==> src/rtl/gap_wd_pkg.sv <==
package gap_wd_pkg;
   typedef enum logic [1:0] {
      WD_IDLE    = 2'd0,
      WD_MONITOR = 2'd1,
      WD_FAULT   = 2'd2
   } wd_state_e;
endpackage

==> src/rtl/gap_wd_activity.sv <==
// Folds the per-function busy flags into one activity indication.
module gap_wd_activity #(
   parameter int NUM_FUNC = 3
) (
   input  logic [NUM_FUNC-1:0] func_busy,
   output logic                any_busy
);
   generate
      if (NUM_FUNC == 1) begin : g_single
         assign any_busy = func_busy[0];
      end else begin : g_multi
         assign any_busy = |func_busy;
      end
   endgenerate
endmodule

==> src/rtl/gap_wd_timer.sv <==
// Tick counter that runs only while monitoring and saturates at the limit.
module gap_wd_timer #(
   parameter int LIMIT_TICKS = 400,
   localparam int CNT_W = $clog2(LIMIT_TICKS + 1)
) (
   input  logic             clk,
   input  logic             rst_n,
   input  logic             run,
   input  logic             tick_en,
   output logic [CNT_W-1:0] count,
   output logic             expired
);
   localparam logic [CNT_W-1:0] LIMIT_V = CNT_W'(LIMIT_TICKS);

   logic [CNT_W-1:0] count_q;

   always_ff @(posedge clk) begin
      if (!rst_n) begin
         count_q <= '0;
      end else if (!run) begin
         count_q <= '0;
      end else if (tick_en && (count_q < LIMIT_V)) begin
         count_q <= count_q + 1'b1;
      end
   end

   assign count   = count_q;
   assign expired = (count_q == LIMIT_V);
endmodule

==> src/rtl/gap_wd_fsm.sv <==
// Idle / monitor / fault control.
module gap_wd_fsm
   import gap_wd_pkg::*;
(
   input  logic      clk,
   input  logic      rst_n,
   input  logic      seq_active,
   input  logic      four_pair,
   input  logic      any_busy,
   input  logic      expired,
   output wd_state_e state,
   output logic      monitoring,
   output logic      fault_set
);
   wd_state_e state_q, state_d;

   always_comb begin
      state_d = state_q;
      unique case (state_q)
         WD_IDLE: begin
            if (seq_active && four_pair && !any_busy) state_d = WD_MONITOR;
         end
         WD_MONITOR: begin
            if (!seq_active)   state_d = WD_IDLE;
            else if (any_busy) state_d = WD_IDLE;
            else if (expired)  state_d = WD_FAULT;
         end
         WD_FAULT: begin
            if (!seq_active) state_d = WD_IDLE;
         end
         default: state_d = WD_IDLE;
      endcase
   end

   always_ff @(posedge clk) begin
      if (!rst_n) state_q <= WD_IDLE;
      else        state_q <= state_d;
   end

   assign state      = state_q;
   assign monitoring = (state_q == WD_MONITOR);
   assign fault_set  = (state_q == WD_MONITOR) && (state_d == WD_FAULT);
endmodule

==> src/rtl/gap_wd_flag.sv <==
// Sticky fault flag; the parameter picks whether clear or set has priority.
module gap_wd_flag #(
   parameter bit CLEAR_WINS = 1'b1
) (
   input  logic clk,
   input  logic rst_n,
   input  logic set,
   input  logic clr,
   output logic flag
);
   logic flag_q;

   generate
      if (CLEAR_WINS) begin : g_clr_first
         always_ff @(posedge clk) begin
            if (!rst_n)   flag_q <= 1'b0;
            else if (clr) flag_q <= 1'b0;
            else if (set) flag_q <= 1'b1;
         end
      end else begin : g_set_first
         always_ff @(posedge clk) begin
            if (!rst_n)   flag_q <= 1'b0;
            else if (set) flag_q <= 1'b1;
            else if (clr) flag_q <= 1'b0;
         end
      end
   endgenerate

   assign flag = flag_q;
endmodule

==> src/rtl/gap_watchdog.sv <==
module gap_watchdog
   import gap_wd_pkg::*;
#(
   parameter int LIMIT_TICKS = 400,
   parameter int NUM_FUNC    = 3,
   parameter bit CLEAR_WINS  = 1'b1,
   localparam int CNT_W = $clog2(LIMIT_TICKS + 1)
) (
   input  logic                clk,
   input  logic                rst_n,
   input  logic                tick_en,
   input  logic                seq_active,
   input  logic                four_pair,
   input  logic [NUM_FUNC-1:0] func_busy,
   input  logic                fault_clr,
   output logic                gap_fault
);
   generate
      if (LIMIT_TICKS < 1) begin : g_bad_limit
         $error("gap_watchdog: LIMIT_TICKS must be at least 1");
      end
      if (NUM_FUNC < 1) begin : g_bad_func
         $error("gap_watchdog: NUM_FUNC must be at least 1");
      end
   endgenerate

   logic             any_busy;
   logic             expired;
   logic             monitoring;
   logic             fault_set;
   logic [CNT_W-1:0] count;
   wd_state_e        state;

   gap_wd_activity #(.NUM_FUNC(NUM_FUNC)) u_act (
      .func_busy (func_busy),
      .any_busy  (any_busy)
   );

   gap_wd_timer #(.LIMIT_TICKS(LIMIT_TICKS)) u_tmr (
      .clk     (clk),
      .rst_n   (rst_n),
      .run     (monitoring),
      .tick_en (tick_en),
      .count   (count),
      .expired (expired)
   );

   gap_wd_fsm u_fsm (
      .clk        (clk),
      .rst_n      (rst_n),
      .seq_active (seq_active),
      .four_pair  (four_pair),
      .any_busy   (any_busy),
      .expired    (expired),
      .state      (state),
      .monitoring (monitoring),
      .fault_set  (fault_set)
   );

   gap_wd_flag #(.CLEAR_WINS(CLEAR_WINS)) u_flag (
      .clk   (clk),
      .rst_n (rst_n),
      .set   (fault_set),
      .clr   (fault_clr),
      .flag  (gap_fault)
   );
endmodule

==> config.mk <==
export PLATFORM = sky130hd
export DESIGN_NAME = gap_watchdog
export DESIGN_NICKNAME = d
export VERILOG_FILES = /design/src/rtl/gap_wd_pkg.sv /design/src/rtl/gap_wd_activity.sv /design/src/rtl/gap_wd_timer.sv /design/src/rtl/gap_wd_fsm.sv /design/src/rtl/gap_wd_flag.sv /design/src/rtl/gap_watchdog.sv
export SDC_FILE = /design/constraint.sdc
export NUM_CORES = 1
export LEC_CHECK = 0
export ABC_AREA = 1
export BUFFER_PORTS_ARGS = -buffer_cell sky130_fd_sc_hd__buf_2
export CAP_MARGIN = 20
export CORE_AREA = 2 2 66 43
export CTS_BUF_LIST = sky130_fd_sc_hd__clkbuf_4 sky130_fd_sc_hd__clkbuf_8 sky130_fd_sc_hd__clkbuf_16
export DETAILED_ROUTE_END_ITERATION = 7
export DIE_AREA = 0 0 68 45
export PLACE_DENSITY = 0.52
export SLEW_MARGIN = 15
export SYNTH_ARGS = -nofsm -noshare
export SYNTH_HDL_FRONTEND = slang
export SYNTH_SLANG_ARGS = --single-unit
==> constraint.sdc <==
create_clock -name clk -period 1.8 [get_ports clk]
set_input_delay 0.09 -clock clk [delete_from_list [all_inputs] [get_ports clk]]
set_output_delay 0.09 -clock clk [all_outputs]
set_load 0.01 [all_outputs]
=== After elaboration in Yosys (flattened, before gate mapping) ===
Index checks and enable logic that the tools add are counted.

* $add $sub $neg: 1
* Magnitude comparators: 1
* Eq/ne operators: 4
* Muxes and demuxes: 6
* Bitwise gates (word level): 1
* Reduce and logical (&&, ||, !) cells: 9

{| class="wikitable"
|+ Operator list
! kind !! number
|-
| 2-to-1 mux 2 bit || 5
|-
| adder 9 x 1 -> 9 bit, second input constant || 1
|-
| equality test 9 bit, second input constant || 1
|-
| less-than comparator 9 bit, second input constant || 1
|-
| one-hot mux 2 bit (3 select lines) || 1
|-
| equality test 2 bit, second input constant || 2
|-
| logical AND 1 bit || 4
|-
| OR reduction 3 bit || 1
|-
| equality test 2 x 1 -> 1 bit, second input constant || 1
|-
| logical NOT 2 bit || 1
|-
| AND reduction 2 bit || 1
|-
| OR reduction 2 bit || 1
|-
| logical NOT 1 bit || 1
|-
| inverter 1 bit || 1
|}

* Bits in registers: 12
* Output and inout port bits: 1
* Logic and storage cells: 25

=== Logic depth before layout (Yosys ltp) ===
* Word-level depth: 7
* Depth in mapped cells: 8
* Mapped depth without buffers: 8

=== Cells and area by module ===
A second synthesis with hierarchy kept.

* Cell total of the unflattened synthesis: 102
* Area, all modules: 680.7 µm²

{| class="wikitable"
|+ By module, submodules not included
! module !! times used !! cells each !! area each (µm²) !! sequential area each (µm²)
|-
| gap_wd_timer || 1 || 76 || 516.7 || 180.2
|-
| gap_wd_fsm || 1 || 18 || 117.6 || 40.0
|-
| gap_wd_flag || 1 || 5 || 35.0 || 20.0
|-
| gap_wd_activity || 1 || 3 || 11.3 || 0.0
|}

=== Worst setup path after synthesis ===
OpenSTA, ideal clock, no wires.

* Kind: register to register
* From: register u_tmr.count_q[1], in the netlist u_tmr.count[1]
* To: register u_tmr.count_q[4], in the netlist u_tmr.count[4]
* Arrival time: 1.047 ns
* Data required time: 1.730 ns
* Path slack: 0.683 ns
* Cell stages (with the launch flop): 7
* Path buffers: 0
* Clock period less this slack: 1.117 ns
* Cells stage by stage: dfxtp_1 > ha_1 > inv_1 > nor2_2 > xor2_1 > nand2_1 > a21oi_1

* Cells in the longest elaborated chain, start to end: 2

{| class="wikitable"
|+ Ends and longest elaborated chain
! element !! line !! RTL
|-
| start: declaration || gap_wd_timer.sv:15 || <nowiki>logic [CNT_W-1:0] count_q;</nowiki>
|-
| start signal: assignment || gap_wd_timer.sv:23 || <nowiki>count_q <= count_q + 1'b1;</nowiki>
|-
| less-than comparator 9 bit || gap_wd_timer.sv:22 || <nowiki>end else if (tick_en && (count_q < LIMIT_V)) begin</nowiki>
|-
| logical AND 1 bit || gap_wd_timer.sv:22 ||
|}

Several ways; a longest one is shown, not always the timed one.
A chain may end at the register's enable or synchronous reset.

=== Final worst setup path ===
* From: register u_tmr.count_q[1], in the netlist u_tmr.count[1]
* To: register u_tmr.count_q[8], in the netlist u_tmr.count[8]

The elaborated chain is that of the path after synthesis.

==> out/metrics.cfg <==
[layout]
num_antenna_cells = 0
seqCellArea_um2 = 240
nFillCells = 264
nNetsFinal = 131
post_route_cells_drive_above_1_share = 0.161
multi_input_area_um2 = 384
area_growth_pct = 15.1

[power_and_ir_drop]
max-vdd-ir-drop_uv = 422
power.density_nw_per_um2 = 644
p_leak_uw = 0.000343
p_total_uw = 527

[die]
die-area_um2 = 3060
io_pins = 10
row_count = 14
core_um2 = 2420
die_y_um = 45
start_util = 0.294
die_x_um = 68

[worst_setup_path]
crit_path_end_kind = flop
crit_type = flop to flop
cpMaxStageDelayCell = dfxtp_1
path_cells = ha_1, inv_1, nor2_2, nand2_1, nand2_1, nand2_1, nand2_1, a21oi_1
cp_max_fo = 4
max_stage_delay_ps = 380
start_kind = flop
arrival_ps = 1430
critical_path.top_delay_family = simple AND/OR/NAND/NOR gates
cp.required_ps = 1910
critPathMostFrequentCell = nand2_1
path_buf_inv = 1

[sta]
hold_viol_final = 0
setup-tns-final_ps = 0
finClkSkew_ps = 2.14
setup_viol = 0
relSlewSlack = 0.780
drv_slew = 0
worstMarginPinSlew_ps = 329
finalWorstPathRequiredPeriod_ps = 1310
rsz0062_at_grt = no
holdWs_ps = 82.9
fin_ws_ps = 485
post-route-period-util = 0.730
fmax_mhz = 761

[clock_tree]
clockBufferDepth = 2
htreeDepth = 1
clk_pin_slew_ps = 50
root_buffer = clkbuf_8
post_cts_resized = 0
postCtsHoldBufs = 0
clock_latency_ps = 240
numCtsBuffers = 3
post_cts_buffers = 0
clock-sinks = 12
tritoncts = yes

[logic_synthesis]
synth_flop_cell = dfxtp_1
yosys-top-cells-count = nand2_1 (33), inv_1 (15), dfxtp_1 (12)
netlist-cell-type-count = 22
ys_seq_elements = 12
synth_nets = 119
netlist_instances = 108
synth.most_common_cell = nand2_1
yosysWarnings = 0
synthTopCellsByArea = dfxtp_1 (34%), nand2_1 (17%), inv_1 (7.9%), a21oi_1 (7.0%), nor2_1 (5.3%)
synth_edf_count = 0
synth_top_area_cell = dfxtp_1
syn_avg_cell_area_um2 = 6.58
ys_seq_area_frac = 0.338
async_reset_ff_frac = 0
synth_top_area_share = 0.338
syn_area_um2 = 711

[place]
numPortBuffers = 9
hpwlAfterDp_mm = 1.10
gp_congestion = 0.830
dp_slack_ps = 501

[run_status]
outcome = completed

[grt]
gr-total-overflow = 0
grt_pass1_wl_mm = 2.52
antenna_found_initial = 0
grt_max_degree = 13
track_usage = 0.115
grt_pass1_vias = 558

[routing]
avgViaCountPerCell = 4.41
drt_first_pass_iters = 4
wl_mm = 1.42
first_iter_violations = 7
drc = 0
ant_nets = 0
num_vias = 662
wl_per_cell_um = 9.49

[job]
cap_violations = 0

[worst_hold_path]
min_path_type = primary input to flop

==> cell type report <==
cell class              count  area share
multi-input cells          76       0.469
flip-flops and latches     12       0.294
inverters                  18      0.0826
repair buffers              9      0.0550
clock buffers               3      0.0505
well taps                  32      0.0489
==> placed cells by master (no fill, tap or decap), drive strengths merged <==
| master | count |
|---|---|
| nand3b | 1 |
| clkinv | 1 |
| o21ai | 3 |
| a21oi | 10 |
| buf | 9 |
| clkbuf | 3 |
| nor2 | 12 |
| dfxtp | 12 |
| o21bai | 1 |
| nand2 | 34 |
| o2111ai | 1 |
| nand3 | 3 |
| nor3 | 2 |
| inv | 17 |
| ha | 2 |
| nand4 | 4 |
| xor2 | 2 |
| or2 | 1 |
==> flip-flops by register name, summed over array words and instances, names as in the netlist <==
name and cells:
u_flag.flag 1, u_tmr.count 9, u_fsm.state 2
==> cells by family after synthesis <==
family / after synthesis / synth area share
simple gates: 57 / 0.350
buf+inv: 20 / 0.121
compound gates: 15 / 0.130
flops: 12 / 0.338
xor+xnor: 2 / 0.0247
fa+ha+maj: 2 / 0.0352
==> worst register-to-register path, cell delays in order, from the launching register on <==
cell     delay [ps]
dfxtp_1         380
ha_1            250
inv_1            90
nor2_2          180
nand2_1          80
nand2_1          60
nand2_1          50
nand2_1          60
a21oi_1          60
==> path summary, 6_finish.rpt <==
path	from	end	cells past startpoint	slack (ps)
setup / recovery	u_tmr.count[1]	u_tmr.count[8]	8	490
hold / removal	fault_clr	u_flag.flag	3	80
setup reg to reg	u_tmr.count[1]	u_tmr.count[8]	8	490
hold reg to reg	u_flag.flag	u_flag.flag	2	440
==> per-layer routing <==
layer	share of wire	vias to the layer above	wire (um)	global-route usage
met1	0.52	297	738	0.161
li1	-	357	-	-
met4	0.012	0	17	0.0360
met5	0	-	0	0
met2	0.44	4	627	0.161
met3	0.028	4	40	0.0449
==> per-stage QoR <==
stage | utilization | std cells | cell area (um2)
2_1_floorplan | - | 108 | 711
3_3_place_gp | 0.321 | 147 | 777
3_5_place_dp | 0.321 | 147 | 777
4_1_cts | 0.339 | 150 | 818
5_1_grt | 0.339 | 150 | 818
6_report | 0.339 | 150 | 818
==> power by group <==
part | internal [uW] | switching [uW]
clock | 147 | 91.9
combinational | 9.40 | 12.0
sequential | 266 | 0.262
total | 423 | 104
No activity file was read; power rests on OpenSTA's default activity.
